$ cat src/rtl/uyvy_rgb_pkg.sv
package uyvy_rgb_pkg;
  // fixed-point scale: coefficients are real factors times 2**FRAC
  localparam int FRAC    = 8;
  localparam int K_RV    = 359;  // red from V
  localparam int K_GV    = 183;  // green from V (subtracted)
  localparam int K_GU    = 88;   // green from U (subtracted)
  localparam int K_BU    = 454;  // blue from U

  // position of a byte inside a four-byte chroma group
  typedef enum logic [1:0] {
    PH_U  = 2'd0,
    PH_Y0 = 2'd1,
    PH_V  = 2'd2,
    PH_Y1 = 2'd3
  } byte_phase_e;
endpackage

$ cat src/rtl/uyvy_pair_unpack.sv
module uyvy_pair_unpack
  import uyvy_rgb_pkg::*;
#(
  parameter int PIX_W = 8
) (
  input  logic             clk,
  input  logic             rst,
  input  logic             byte_vld,
  input  logic             line_act,
  input  logic [PIX_W-1:0] byte_in,
  output logic             lane_vld,
  output logic [PIX_W-1:0] lane_y,
  output logic [PIX_W-1:0] lane_u,
  output logic [PIX_W-1:0] lane_v,
  output byte_phase_e      phase
);
  logic [PIX_W-1:0] u_hold;
  logic [PIX_W-1:0] y0_hold;

  always_ff @(posedge clk) begin
    if (rst) begin
      phase    <= PH_U;
      u_hold   <= '0;
      y0_hold  <= '0;
      lane_vld <= 1'b0;
      lane_y   <= '0;
      lane_u   <= '0;
      lane_v   <= '0;
    end else begin
      lane_vld <= 1'b0;
      if (!line_act) begin
        phase <= PH_U;
      end else if (byte_vld) begin
        case (phase)
          PH_U: begin
            u_hold <= byte_in;
            phase  <= PH_Y0;
          end
          PH_Y0: begin
            y0_hold <= byte_in;
            phase   <= PH_V;
          end
          PH_V: begin
            // first luma can only be emitted once its V is known
            lane_vld <= 1'b1;
            lane_y   <= y0_hold;
            lane_u   <= u_hold;
            lane_v   <= byte_in;
            phase    <= PH_Y1;
          end
          default: begin
            // second luma reuses the chroma latched with Y0
            lane_vld <= 1'b1;
            lane_y   <= byte_in;
            phase    <= PH_U;
          end
        endcase
      end
    end
  end
endmodule

$ cat src/rtl/yuv_rgb_mac.sv
module yuv_rgb_mac
  import uyvy_rgb_pkg::*;
#(
  parameter int PIX_W        = 8,
  parameter int FOLD_OFFSETS = 0,
  parameter int SUM_W        = PIX_W + FRAC + 3
) (
  input  logic                    clk,
  input  logic                    rst,
  input  logic                    lane_vld,
  input  logic [PIX_W-1:0]        lane_y,
  input  logic [PIX_W-1:0]        lane_u,
  input  logic [PIX_W-1:0]        lane_v,
  output logic                    acc_vld,
  output logic signed [SUM_W-1:0] acc [3]
);
  localparam int MID = 1 << (PIX_W - 1);
  localparam logic signed [SUM_W-1:0] C_RV  = SUM_W'(K_RV);
  localparam logic signed [SUM_W-1:0] C_GV  = SUM_W'(K_GV);
  localparam logic signed [SUM_W-1:0] C_GU  = SUM_W'(K_GU);
  localparam logic signed [SUM_W-1:0] C_BU  = SUM_W'(K_BU);
  localparam logic signed [SUM_W-1:0] C_MID = SUM_W'(MID);

  logic signed [SUM_W-1:0] y_sc;
  logic signed [SUM_W-1:0] u_z;
  logic signed [SUM_W-1:0] v_z;
  logic signed [SUM_W-1:0] nxt [3];

  assign u_z  = $signed({{(SUM_W-PIX_W){1'b0}}, lane_u});
  assign v_z  = $signed({{(SUM_W-PIX_W){1'b0}}, lane_v});
  assign y_sc = $signed({{(SUM_W-PIX_W){1'b0}}, lane_y}) <<< FRAC;

  generate
    if (FOLD_OFFSETS == 0) begin : g_centred
      logic signed [SUM_W-1:0] u_c;
      logic signed [SUM_W-1:0] v_c;
      always_comb begin
        u_c    = u_z - C_MID;
        v_c    = v_z - C_MID;
        nxt[0] = y_sc + C_RV * v_c;
        nxt[1] = y_sc - C_GV * v_c - C_GU * u_c;
        nxt[2] = y_sc + C_BU * u_c;
      end
    end else begin : g_folded
      localparam logic signed [SUM_W-1:0] OFF_R = SUM_W'(K_RV * MID);
      localparam logic signed [SUM_W-1:0] OFF_G = SUM_W'((K_GV + K_GU) * MID);
      localparam logic signed [SUM_W-1:0] OFF_B = SUM_W'(K_BU * MID);
      always_comb begin
        nxt[0] = y_sc + C_RV * v_z - OFF_R;
        nxt[1] = y_sc - C_GV * v_z - C_GU * u_z + OFF_G;
        nxt[2] = y_sc + C_BU * u_z - OFF_B;
      end
    end
  endgenerate

  always_ff @(posedge clk) begin
    if (rst) begin
      acc_vld <= 1'b0;
      for (int c = 0; c < 3; c++) acc[c] <= '0;
    end else begin
      acc_vld <= lane_vld;
      if (lane_vld) begin
        for (int c = 0; c < 3; c++) acc[c] <= nxt[c];
      end
    end
  end
endmodule

$ cat src/rtl/rgb_sat.sv
module rgb_sat
  import uyvy_rgb_pkg::*;
#(
  parameter int PIX_W = 8,
  parameter int SUM_W = PIX_W + FRAC + 3
) (
  input  logic                    clk,
  input  logic                    rst,
  input  logic                    acc_vld,
  input  logic signed [SUM_W-1:0] acc [3],
  output logic                    pix_vld,
  output logic [PIX_W-1:0]        chan [3]
);
  logic [PIX_W-1:0] clip [3];

  generate
    for (genvar c = 0; c < 3; c++) begin : g_chan
      logic signed [SUM_W-1:0] sh;
      always_comb begin
        sh = acc[c] >>> FRAC;
        if (sh[SUM_W-1])                 clip[c] = '0;
        else if (|sh[SUM_W-2:PIX_W])     clip[c] = '1;
        else                             clip[c] = sh[PIX_W-1:0];
      end
    end
  endgenerate

  always_ff @(posedge clk) begin
    if (rst) begin
      pix_vld <= 1'b0;
      for (int c = 0; c < 3; c++) chan[c] <= '0;
    end else begin
      pix_vld <= acc_vld;
      if (acc_vld) begin
        for (int c = 0; c < 3; c++) chan[c] <= clip[c];
      end
    end
  end
endmodule

$ cat src/rtl/uyvy_rgb_conv.sv
module uyvy_rgb_conv
  import uyvy_rgb_pkg::*;
#(
  parameter int PIX_W        = 8,
  parameter int FOLD_OFFSETS = 0
) (
  input  logic             clk,
  input  logic             rst,
  input  logic             byte_vld,
  input  logic             line_act,
  input  logic [PIX_W-1:0] byte_in,
  output logic             pix_valid,
  output logic [PIX_W-1:0] red,
  output logic [PIX_W-1:0] green,
  output logic [PIX_W-1:0] blue
);
  localparam int SUM_W = PIX_W + FRAC + 3;

  logic                    s1_valid;
  logic [PIX_W-1:0]        s1_y, s1_u, s1_v;
  byte_phase_e             byte_ph;
  logic                    s2_valid;
  logic signed [SUM_W-1:0] s2_acc [3];
  logic [PIX_W-1:0]        chan [3];

  uyvy_pair_unpack #(.PIX_W(PIX_W)) i_unpack (
    .clk(clk), .rst(rst), .byte_vld(byte_vld), .line_act(line_act),
    .byte_in(byte_in), .lane_vld(s1_valid), .lane_y(s1_y),
    .lane_u(s1_u), .lane_v(s1_v), .phase(byte_ph)
  );

  yuv_rgb_mac #(.PIX_W(PIX_W), .FOLD_OFFSETS(FOLD_OFFSETS), .SUM_W(SUM_W)) i_mac (
    .clk(clk), .rst(rst), .lane_vld(s1_valid), .lane_y(s1_y),
    .lane_u(s1_u), .lane_v(s1_v), .acc_vld(s2_valid), .acc(s2_acc)
  );

  rgb_sat #(.PIX_W(PIX_W), .SUM_W(SUM_W)) i_sat (
    .clk(clk), .rst(rst), .acc_vld(s2_valid), .acc(s2_acc),
    .pix_vld(pix_valid), .chan(chan)
  );

  assign red   = chan[0];
  assign green = chan[1];
  assign blue  = chan[2];
endmodule

$ cat config.mk
export PLATFORM = sky130hd
export DESIGN_NAME = uyvy_rgb_conv
export DESIGN_NICKNAME = d
export VERILOG_FILES = /design/src/rtl/uyvy_rgb_pkg.sv /design/src/rtl/uyvy_pair_unpack.sv /design/src/rtl/yuv_rgb_mac.sv /design/src/rtl/rgb_sat.sv /design/src/rtl/uyvy_rgb_conv.sv
export SDC_FILE = /design/constraint.sdc
export NUM_CORES = 1
export LEC_CHECK = 0
export ABC_AREA = 1
export CAP_MARGIN = 20
export CORE_ASPECT_RATIO = 1.25
export CORE_MARGIN = 1.5
export CORE_UTILIZATION = 30
export CTS_BUF_LIST = sky130_fd_sc_hd__clkbuf_4 sky130_fd_sc_hd__clkbuf_8 sky130_fd_sc_hd__clkbuf_16
export CTS_CLUSTER_DIAMETER = 150
export DETAILED_ROUTE_END_ITERATION = 7
export GPL_TIMING_DRIVEN = 0
export HOLD_SLACK_MARGIN = 0.12
export PLACE_DENSITY = 0.41
export SETUP_SLACK_MARGIN = 0.2
export SYNTH_ARGS = -nofsm -noshare
export SYNTH_HDL_FRONTEND = slang
export SYNTH_SLANG_ARGS = --single-unit
$ cat constraint.sdc
create_clock -name clk -period 6.41 [get_ports clk]
set_clock_uncertainty 0.15 [all_clocks]
set_input_delay 1.282 -clock clk [delete_from_list [all_inputs] [get_ports clk]]
set_output_delay 1.282 -clock clk [all_outputs]
set_load 0.005 [all_outputs]
==> impl_metrics.toml <==
[status]
outcome = "finished, final reports clean"

[grt]
grt_max_degree = 19
grt_usage_pct = 18.5
grt_pass1_vias = 9030
grt_pass1_wl_mm = 50.1
overflow = 0
antenna_found_initial = 2

[yosys]
synth.distinct_cells = 43
synth-simple-area-share_pct = 15.9
synthMuxAreaShare_pct = 0
yosysWarnings = 0
syn_area_per_cell_sq_um = 7.77
synthArstFlopShare_pct = 0
synth_seq_cells = 102
synth_compound_area_share_pct = 12.9
synth_fa_ha_area_share_pct = 37.1
syn_inst = 1370
synth_edf_count = 0
synth_top_family_by_area = "adder cells"
synth-xor-area-share_pct = 3.37
synthFlopType = "dfxtp_1"
synthesis.area_sq_mm = 0.0106
yosysSeqAreaShare_pct = 19.2
synthesis.nets = 1644

[timing]
relSlewSlack_pct = 43.9
fmax_mhz = 169
finalMaxSlewViolations = 0
final_hold_viol_count = 0
tightestPinTransition_ps = 840
fin_setup_tns_ps = 0
finalSetupViolCount = 0
rsz0062_at_grt = "true"
finalCritPeriodShare_pct = 92.2
min_period_ps = 5910

[routing]
avgViaCountPerCell = 4.54
ant_nets = 0
num_vias = 8585
detail_route.wl_per_cell_um = 16.9
firstDrtPassIters = 7
drt_iter0_drc = 349
routed_wirelength_mm = 31.9
post-route-drc-count = 0

[worst_setup_path]
path_class = "reg -> reg"
worst_setup_path_end_kind = "register"
critPathLaunch = "i_unpack.lane_u[7]"
r2r_end = "i_mac.acc[32]"
r2r-start = "i_unpack.lane_u[7]"
crit_buf_inv = 6
required_ps = 6530
crit_family = "adder cells"
worstSetupPathDepth = 26
max_stage_delay_ps = 540
critical_path_arrival_ps = 6030
worst-r2r-cell-count = 26
crit_fanout = 17
worstSetupStartpointType = "register"
cp_slowest_cell = "fa_1"
setup.worst_path.end = "i_mac.acc[32]"
reg2reg_slack_ps = 500

[floorplanning]
coreArea_sq_mm = 0.0347
rows = 76
start_util_pct = 30.7
dieArea_sq_mm = 0.0366
io_pins = 37
die_w_um = 172
die_h_um = 214

[layout]
finish.net_count = 1691
fin_util_pct = 34.6
drive_gt1_share_pct = 5.49
antenna_cells = 0
area_delta_synth_final_pct = 12.7
final_cells = 1889
stdcell_area_sq_mm = 0.0120

[place]
postPlaceCellArea_sq_mm = 0.0116
portBuffers = 36
dp_cells = 1874
globalplace.congestion = 0.842
dp_hpwl_mm = 27.3

[power_and_ir_drop]
clock_power_share_pct = 27.9
switchingPower_uw = 830
p_leak_uw = 0.00600
switching_share_pct = 39.8
p_seq_share_pct = 31.5
ir_worst_vdd_uv = 143
powerDensity_mw_per_mm2 = 174
combPwrFrac_pct = 40.6
p_int_uw = 1260

[clocking]
postCtsSetupRepairBufs = 0
clkSinkCount = 102
postCtsResizedCells = 5
h-tree-depth = 3
postCtsHoldBufs = 0
cts_tree = "built"
clk_latency_ps = 370
clk_pin_slew_worst_paths_ps = 80
cts_buffer_depth = 2
cts_buffers = 9
cts-root-buf = "clkbuf_16"

[worst_hold_path]
hold_path_depth = 2
hp-class = "reg -> reg"

[run]
maxCapViolCount = 0
## cell usage in the layout, fill, tap and decap left out, drive strengths merged, types with 2 or more instances in the layout
cell / instances
inv: 282
nand2: 207
ha: 172
a21oi: 120
dfxtp: 102
o21ai: 100
nor2: 92
fa: 90
nand3: 77
clkdlybuf4s50: 36
clkbuf: 29
xor2: 27
xnor2: 14
buf: 11
a21o: 9
a31oi: 7
nor3: 7
nand4: 6
o211ai: 6
o21bai: 5
a211oi: 4
or2: 4
clkinv: 4
a21boi: 2
## tightest hold or removal path, delay by kind of cell (launching register included)
| kind | cells | cell delay, ps |
|---|---|---|
| compound gates | 1 | 50 |
| buf+inv | 1 | 60 |
| flops | 1 | 300 |
## cells by family (layout without fill, tap and decap cells)
group                      count (synthesis)  after routing
AOI/OAI and AO/OA                        256            256
xor gates and xnor gates                  41             41
and+or+nand+nor                          397            397
buffers and inverters                    312            363
adders and majority gates                262            262
DFF                                      102            102
## cell usage after synthesis (3+ instances only)
master	instances	area share, %
o21bai_1	5	0.35
nand3_2	4	0.38
a21o_1	9	0.63
a21oi_1	120	5.6
dfxtp_1	102	19
ha_1	172	20
nand3_1	73	3.4
or2_2	3	0.18
nand4_1	6	0.35
nor2_1	91	3.2
nand2_1	194	6.8
o211ai_1	6	0.42
a211oi_1	4	0.28
o21ai_0	95	4.5
xor2_1	27	2.2
clkbuf_1	19	0.67
inv_1	276	9.7
buf_2	5	0.23
fa_1	90	17
xnor2_1	14	1.2
a31oi_1	7	0.41
o21ai_1	3	0.14
nor3_1	7	0.33
nand2_2	12	0.70
## power by group through the flow
| stage | combinational, uW | clock (uW) | sequential (uW) |
|---|---|---|---|
| floorplan | 566 | 0 | 667 |
| global route | 957 | 624 | 658 |
| global placement | 810 | 0 | 672 |
| CTS | 818 | 608 | 658 |
| detailed placement | 807 | 0 | 672 |
| finish | 847 | 583 | 656 |
## area by class of cell
type,instances,area (sq um)
Multi-Input combinational cell,956,7470
Buffer,31,166
Clock inverter,6,77.6
Fill cell,3728,22700
Sequential cell,102,2060
Tap cell,468,586
Inverter,281,1060
Clock buffer,9,225
Timing Repair Buffer,36,360
## how the worst min path moves through the flow
stage	from	end	slack, ps
floorplan	i_unpack.y0_hold[0]	i_unpack.y0_hold[0]	270
global placement	i_unpack.y0_hold[1]	i_unpack.y0_hold[1]	280
detailed placement	i_unpack.y0_hold[1]	i_unpack.y0_hold[1]	290
CTS	i_unpack.y0_hold[1]	i_unpack.y0_hold[1]	300
global route	i_unpack.y0_hold[0]	i_unpack.y0_hold[0]	330
finish	i_unpack.y0_hold[6]	i_unpack.y0_hold[6]	300
## stage by stage
| step | worst slack [ps] | total power (uW) | hold slack [ps] |
|---|---|---|---|
| after floorplan | 874 | 1230 | 275 |
| after global placement | 69.6 | 1480 | 285 |
| after detailed placement | 55.4 | 1480 | 295 |
| after CTS | 210 | 2080 | 305 |
| after global routing | 199 | 2240 | 328 |
| final | 501 | 2090 | 303 |
## metal layers
metal,vias to the layer above,global-route usage (%),routed length [um]
met4,0,8.05,1260
met1,3992,21.3,13800
li1,4461,-,-
met5,-,0,0
met3,47,1.86,419
met2,85,34.4,16500
## sequential cells by signal, indices dropped and copies added (netlist names)
register and count:
i_mac.acc 33, i_mac.acc_vld 1, i_sat.chan 24, i_sat.pix_vld 1, i_unpack.lane_u 8, i_unpack.lane_v 8, i_unpack.lane_vld 1, i_unpack.lane_y 8
i_unpack.phase 2, i_unpack.u_hold 8, i_unpack.y0_hold 8
No activity file was read; power rests on OpenSTA's default activity.
